==> src/rtl/mmf_pkg.sv <==
package mmf_pkg;
  // Strobes from the sequencer to the datapath
  typedef struct packed {
    logic init;     // capture capacity, clear served map and allocations
    logic divLoad;  // load divider with remaining capacity / count
    logic divStep;  // one restoring-division step
    logic commit;   // apply the grant of the current round
  } mmf_ctrl_t;

  typedef enum logic [2:0] {
    ST_IDLE,
    ST_LOAD,
    ST_DIVIDE,
    ST_COMMIT,
    ST_FINISH
  } mmf_state_e;
endpackage

==> src/rtl/mmf_divider.sv <==
module mmf_divider #(
  parameter int DVD_W = 16,
  parameter int DVS_W = 3
) (
  input  logic             clk,
  input  logic             rstN,
  input  logic             load,
  input  logic             step,
  input  logic [DVD_W-1:0] dividend,
  input  logic [DVS_W-1:0] divisor,
  output logic [DVD_W-1:0] quotient,
  output logic             lastStep
);
  localparam int CNT_W = $clog2(DVD_W) + 1;

  logic [DVD_W-1:0] quoReg;
  logic [DVS_W-1:0] remReg;
  logic [CNT_W-1:0] stepCnt;
  logic [DVS_W:0]   trial;
  logic [DVS_W:0]   diff;
  logic             fits;

  always_comb begin
    trial = {remReg, quoReg[DVD_W-1]};
    fits  = trial >= {1'b0, divisor};
    diff  = trial - {1'b0, divisor};
  end

  always_ff @(posedge clk) begin
    if (!rstN) begin
      quoReg  <= '0;
      remReg  <= '0;
      stepCnt <= '0;
    end else if (load) begin
      quoReg  <= dividend;
      remReg  <= '0;
      stepCnt <= '0;
    end else if (step) begin
      if (fits) begin
        remReg <= diff[DVS_W-1:0];
        quoReg <= {quoReg[DVD_W-2:0], 1'b1};
      end else begin
        remReg <= trial[DVS_W-1:0];
        quoReg <= {quoReg[DVD_W-2:0], 1'b0};
      end
      stepCnt <= stepCnt + 1'b1;
    end
  end

  assign quotient = quoReg;
  assign lastStep = stepCnt == CNT_W'(DVD_W - 1);
endmodule

==> src/rtl/mmf_datapath.sv <==
module mmf_datapath
  import mmf_pkg::*;
#(
  parameter int NUM_FLOWS = 4,
  parameter int RATE_W    = 16,
  parameter int IDX_W     = 2,
  parameter int CNT_W     = 3
) (
  input  logic                        clk,
  input  logic                        rstN,
  input  mmf_ctrl_t                   ctrl,
  input  logic                        wrAccept,
  input  logic [IDX_W-1:0]            wrIdx,
  input  logic [RATE_W-1:0]           wrData,
  input  logic [RATE_W-1:0]           capIn,
  output logic                        divLast,
  output logic                        lastFlow,
  output logic                        grantValid,
  output logic [IDX_W-1:0]            grantIdx,
  output logic [NUM_FLOWS*RATE_W-1:0] allocFlat
);
  logic [RATE_W-1:0]    reqReg   [NUM_FLOWS];
  logic [RATE_W-1:0]    allocReg [NUM_FLOWS];
  logic [NUM_FLOWS-1:0] served;
  logic [RATE_W-1:0]    remCap;
  logic [CNT_W-1:0]     remCnt;
  logic [RATE_W-1:0]    share;
  logic [RATE_W-1:0]    minVal;
  logic [IDX_W-1:0]     minIdx;
  logic                 minFound;
  logic [RATE_W-1:0]    grantAmt;

  // Per-flow request, allocation and served-bit storage
  for (genvar g = 0; g < NUM_FLOWS; g++) begin : g_flow
    always_ff @(posedge clk) begin
      if (!rstN) begin
        reqReg[g] <= '0;
      end else if (wrAccept && wrIdx == IDX_W'(g)) begin
        reqReg[g] <= wrData;
      end
    end

    always_ff @(posedge clk) begin
      if (!rstN || ctrl.init) begin
        allocReg[g] <= '0;
        served[g]   <= 1'b0;
      end else if (ctrl.commit && minIdx == IDX_W'(g)) begin
        allocReg[g] <= grantAmt;
        served[g]   <= 1'b1;
      end
    end

    assign allocFlat[g*RATE_W +: RATE_W] = allocReg[g];
  end

  // Smallest request among unserved flows, lowest index on ties
  always_comb begin
    minVal   = '0;
    minIdx   = '0;
    minFound = 1'b0;
    for (int i = 0; i < NUM_FLOWS; i++) begin
      if (!served[i] && (!minFound || reqReg[i] < minVal)) begin
        minFound = 1'b1;
        minVal   = reqReg[i];
        minIdx   = IDX_W'(i);
      end
    end
  end

  mmf_divider #(
    .DVD_W(RATE_W),
    .DVS_W(CNT_W)
  ) u_div (
    .clk     (clk),
    .rstN    (rstN),
    .load    (ctrl.divLoad),
    .step    (ctrl.divStep),
    .dividend(remCap),
    .divisor (remCnt),
    .quotient(share),
    .lastStep(divLast)
  );

  assign grantAmt = (minVal <= share) ? minVal : share;

  always_ff @(posedge clk) begin
    if (!rstN) begin
      remCap     <= '0;
      remCnt     <= '0;
      grantValid <= 1'b0;
      grantIdx   <= '0;
    end else begin
      grantValid <= 1'b0;
      if (ctrl.init) begin
        remCap <= capIn;
        remCnt <= CNT_W'(NUM_FLOWS);
      end else if (ctrl.commit) begin
        remCap     <= remCap - grantAmt;
        remCnt     <= remCnt - 1'b1;
        grantValid <= 1'b1;
        grantIdx   <= minIdx;
      end
    end
  end

  assign lastFlow = remCnt == CNT_W'(1);
endmodule

==> src/rtl/mmf_control.sv <==
module mmf_control
  import mmf_pkg::*;
(
  input  logic      clk,
  input  logic      rstN,
  input  logic      start,
  input  logic      divLast,
  input  logic      lastFlow,
  output mmf_ctrl_t ctrl,
  output logic      busy,
  output logic      done
);
  mmf_state_e state, stateNext;

  always_comb begin
    stateNext = state;
    ctrl      = '0;
    unique case (state)
      ST_IDLE: begin
        if (start) begin
          ctrl.init = 1'b1;
          stateNext = ST_LOAD;
        end
      end
      ST_LOAD: begin
        ctrl.divLoad = 1'b1;
        stateNext    = ST_DIVIDE;
      end
      ST_DIVIDE: begin
        ctrl.divStep = 1'b1;
        if (divLast) stateNext = ST_COMMIT;
      end
      ST_COMMIT: begin
        ctrl.commit = 1'b1;
        stateNext   = lastFlow ? ST_FINISH : ST_LOAD;
      end
      ST_FINISH: stateNext = ST_IDLE;
      default:   stateNext = ST_IDLE;
    endcase
  end

  always_ff @(posedge clk) begin
    if (!rstN) begin
      state <= ST_IDLE;
      done  <= 1'b0;
    end else begin
      state <= stateNext;
      if (state == ST_IDLE && start) done <= 1'b0;
      else if (state == ST_FINISH)   done <= 1'b1;
    end
  end

  assign busy = state != ST_IDLE;
endmodule

==> src/rtl/mmf_allocator.sv <==
module mmf_allocator
  import mmf_pkg::*;
#(
  parameter int NUM_FLOWS = 4,
  parameter int RATE_W    = 16,
  localparam int IDX_W    = (NUM_FLOWS > 1) ? $clog2(NUM_FLOWS) : 1,
  localparam int CNT_W    = $clog2(NUM_FLOWS + 1)
) (
  input  logic                        clk,
  input  logic                        rstN,
  input  logic                        wrEn,
  input  logic [IDX_W-1:0]            wrIdx,
  input  logic [RATE_W-1:0]           wrData,
  input  logic [RATE_W-1:0]           capIn,
  input  logic                        start,
  output logic                        busy,
  output logic                        done,
  output logic                        grantValid,
  output logic [IDX_W-1:0]            grantIdx,
  output logic [NUM_FLOWS*RATE_W-1:0] allocFlat
);
  mmf_ctrl_t ctrl;
  logic      divLast;
  logic      lastFlow;

  mmf_control u_ctrl (
    .clk     (clk),
    .rstN    (rstN),
    .start   (start),
    .divLast (divLast),
    .lastFlow(lastFlow),
    .ctrl    (ctrl),
    .busy    (busy),
    .done    (done)
  );

  mmf_datapath #(
    .NUM_FLOWS(NUM_FLOWS),
    .RATE_W   (RATE_W),
    .IDX_W    (IDX_W),
    .CNT_W    (CNT_W)
  ) u_dp (
    .clk       (clk),
    .rstN      (rstN),
    .ctrl      (ctrl),
    .wrAccept  (wrEn && !busy),
    .wrIdx     (wrIdx),
    .wrData    (wrData),
    .capIn     (capIn),
    .divLast   (divLast),
    .lastFlow  (lastFlow),
    .grantValid(grantValid),
    .grantIdx  (grantIdx),
    .allocFlat (allocFlat)
  );
endmodule

==> config.mk <==
export PLATFORM = sky130hd
export DESIGN_NAME = mmf_allocator
export DESIGN_NICKNAME = d
export VERILOG_FILES = /design/src/rtl/mmf_pkg.sv /design/src/rtl/mmf_divider.sv /design/src/rtl/mmf_datapath.sv /design/src/rtl/mmf_control.sv /design/src/rtl/mmf_allocator.sv
export SDC_FILE = /design/constraint.sdc
export NUM_CORES = 1
export LEC_CHECK = 0
export CORE_ASPECT_RATIO = 1.4
export CORE_MARGIN = 3
export CORE_UTILIZATION = 30
export DETAILED_ROUTE_END_ITERATION = 12
export PLACE_DENSITY = 0.51
export SLEW_MARGIN = 20
export SYNTH_ARGS = -nofsm -noshare
export SYNTH_HDL_FRONTEND = slang
export SYNTH_SLANG_ARGS = --single-unit
export TNS_END_PERCENT = 50
==> constraint.sdc <==
create_clock -name clk -period 9.5 [get_ports clk]
set_input_delay 1.425 -clock clk [delete_from_list [all_inputs] [get_ports clk]]
set_output_delay 1.425 -clock clk [all_outputs]
set_load 0.02 [all_outputs]
==> results by group <==
Hold path
  • Hold Path Sink: u_dp.u_div.stepCnt[1]
  • Worst Hold Class: register to register
  • Hold Crit Start: u_dp.u_div.stepCnt[1]
  • Hold path cells: 2

Yosys
  • Number of flops mapped to enable cells by yosys: between 100 and 150
  • Share of the synthesized area in the top cell type: 36.2%
  • Syn. warnings: 0
  • Mean post-synth cell area: about 10 µm²
  • Largest cells by area after synthesis: edfxtp_1 (36%), dfxtp_1 (10%), ha_1 (9.8%)
  • Post-synthesis register bit count: around 180
  • Largest area contributor in the netlist: edfxtp_1
  • Post-Syn Area: about 11000 µm²
  • Post-Syn Nets: 1166
  • Primary FF master, synth: edfxtp_1
  • Distinct cells, synth: 74
  • Async set-reset flop share out of synthesis: 0%
  • Synth Instances: 1043
  • Sequential area share after synthesis: a little under half

Setup path
  • Crit path max fanout: 8
  • Worst R2R Start: u_dp.served[0]
  • WP data arrival: 9.84 ns
  • R2r endpoint: u_dp.remCap[13]
  • Worst Setup Start Kind: register
  • Crit path top cell by count: nor2_1
  • Setup CP Type: register to register
  • Worst Path Required: 9.86 ns
  • Largest stage delay, worst path: ~0.51 ns
  • Reg-to-reg slack, setup: about 0.013 ns
  • Worst reg2reg path depth: 43
  • Critical path's slowest cell: or4_4
  • Crit end category: register

STA
  • Clock Skews: 0.0174 ns
  • Final hold violations: 0
  • Setup repair after global routing missed its margin: true
  • Slew HR: a little over a third
  • Final setup violation count: 0
  • Fin crit period: approximately 9.5 ns
  • Final worst slack: between 0.01 and 0.015 ns
  • Tightest Pin Transition: 0.949 ns
  • Max-slew violation count: 0
  • Maximum achievable frequency: ~110 MHz
  • Final worst-path cycle share: between 90% and 100%

Route
  • DRT Wirelength: about 32000 µm
  • WL/cell: about 18 µm
  • Pre-antenna DRT Iters: 5
  • Vias per std cell: ~4.9
  • Iter 0 DRT Violations: between 400 and 500
  • DR vias: 8749
  • DRC viols: 0
  • ANT nets after route: 0

Floorplanning
  • Row count: 80
  • Initial core utilization: between 30% and 40%
  • Die area: around 38000 µm²
  • Die W: between 150 and 200 µm
  • Num ports: ~110
  • Core area: 34500 µm²
  • Die Height: approximately 230 µm

Placed design
  • Placed Instances: about 1700
  • Final GP Congestion: between 0.9 and 1
  • Port bufs: approximately 110
  • Pre-CTS WS: -0.131 ns
  • HPWL Detailed: between 20000 and 25000 µm
  • Instance area at placement: 13400 µm²

Finish
  • ANT cells: 0
  • Layout area overhead: 40.9%
  • Final #Nets: between 1000 and 1500
  • Final cell count without fillers: ~1800
  • FILL cells: 3295
  • Final instance area: around 15000 µm²
  • Commonest non-fill, non-tap cell in the layout: buf_4
  • Most frequent cells in the layout: buf_4 (164), edfxtp_1 (128), clkdlybuf4s50_1 (106), and2_1 (80), nand2_1 (76)
  • Share of layout cells above drive strength 1: 28.3%

Power
  • Peak VDD IR: 0.119 mV
  • Power, Total: 3.62 mW
  • Power per Cell Area: around 240 nW/µm²
  • Static Leak: 5.88 nW

GRT
  • Vias in the first global route: around 8600
  • GRT overflow: 0
  • First-pass GRT wire length: about 49000 µm
  • Largest net degree at the start of global routing: 26
  • Met3 usage: 2.76%
  • Initial antenna violation count: 0
  • Routing usage on met1: 19.3%
  • GRT busiest layer: met2
  • Total GRT Usage: 17.0%
  • Grt met2 use: 31.5%

Clock tree
  • Clock tree buffer depth: 2
  • Clock slew at reported path FFs: approximately 0.070 ns
  • Number of hold buffers added after cts: 0
  • CTS tree: built
  • Worst-Skew Late Latency: about 0.46 ns
  • Clock Sinks: approximately 180
  • Max H-tree Level: 4
  • Clk root buf: clkbuf_16
  • Total CTS buffers: 17

Job
  • Max Cap Viol: 0

Status
  • Status: finished clean
==> power by group <==
part / leakage (nW) / switching [mW] / internal, mW
Combinational: 3.80 / 1.00 / 0.950
Sequential: 1.80 / 0.0533 / 0.919
Clock: 0.272 / 0.343 / 0.348
==> flip-flops by register name, indices dropped and copies added, names as in the netlist <==
name,count
u_ctrl.done,1
u_dp.grantIdx,2
u_dp.remCap,16
u_dp.u_div.stepCnt,5
u_dp.allocReg,64
u_dp.u_div.remReg,3
u_dp.remCnt,3
u_dp.grantValid,1
u_ctrl.state,3
u_dp.served,4
u_dp.reqReg,64
u_dp.u_div.quotient,16
==> worst max-delay path, delay by kind of cell (launching register included) <==
family | cells | cell delay (ns)
AOI/OAI and AO/OA | 17 | 3.61
DFF | 1 | 0.35
muxes | 2 | 0.55
and+or+nand+nor | 10 | 2.36
xor gates and xnor gates | 1 | 0.20
buffers and inverters | 8 | 1.06
adders and majority gates | 5 | 1.23
==> final cells by class <==
cell class | instances | area, µm² | area share, %
multi-input cells | 742 | 6070 | 40.6
repair buffers | 286 | 2530 | 16.9
flip-flops and latches | 182 | 4930 | 32.9
well taps | 451 | 564 | 3.77
inverters | 78 | 298 | 1.99
repair inverters | 1 | 5.00 | 0.0335
clock buffers | 18 | 429 | 2.87
clock inverters | 14 | 133 | 0.887
==> cell families after synthesis <==
kind of cell               share of synthesized area [%]
adders and majority gates                           10.2
muxes                                               3.22
and+or+nand+nor                                     19.8
DFF                                                 46.4
xor gates and xnor gates                            1.24
buffers and inverters                               4.48
AOI/OAI and AO/OA                                   14.7
==> how the worst max path moves through the flow <==
stage                   start               to  slack (ns)
3_5_place_dp   u_dp.served[0]   u_dp.remCap[8]       -0.13
5_1_grt        u_dp.served[0]  u_dp.remCap[14]       -0.41
3_3_place_gp   u_dp.served[0]  u_dp.remCap[13]       -0.02
2_1_floorplan  u_dp.served[0]  u_dp.remCap[15]       -0.01
4_1_cts        u_dp.served[0]   u_dp.remCap[8]        0.01
6_report       u_dp.served[0]  u_dp.remCap[13]        0.01
==> Yosys cell counts, types with 11 or more instances <==
| cell | n |
|---|---|
| nor2_1 | 71 |
| nor3_1 | 58 |
| ha_1 | 83 |
| a21o_1 | 27 |
| a21oi_1 | 55 |
| nor4_1 | 20 |
| dfxtp_1 | 54 |
| o21ai_0 | 25 |
| nand2_1 | 77 |
| or2_1 | 14 |
| mux2i_1 | 15 |
| nand2b_1 | 24 |
| clkbuf_1 | 31 |
| nand3_1 | 12 |
| edfxtp_1 | 128 |
| a211oi_2 | 12 |
| and2_1 | 83 |
| inv_1 | 76 |
| xnor2_1 | 11 |
| a22oi_1 | 16 |
==> layer usage <==
metal	wire (µm)	vias up
met5	0	-
met4	916	0
met3	1110	44
met2	17800	199
met1	12700	4189
li1	-	4317
==> stage by stage <==
stage	TNS (ns)	util [%]	hold slack (ns)
after floorplan	-0.0229	-	0.436
after global routing	-3.08	43.3	0.511
final	0	43.3	0.482
after detailed placement	-0.570	38.8	0.470
after CTS	0	40.9	0.483
after global placement	-0.0167	38.8	0.461
==> timing repair <==
action,4_1_cts,5_1_grt
setup buffers,8,17
gates cloned,3,1
gates resized for setup,23,107
setup endpoints to repair,6,14
hold endpoints to repair,0,0
pin swaps,11,48
(Power assumes the default switching activity.)
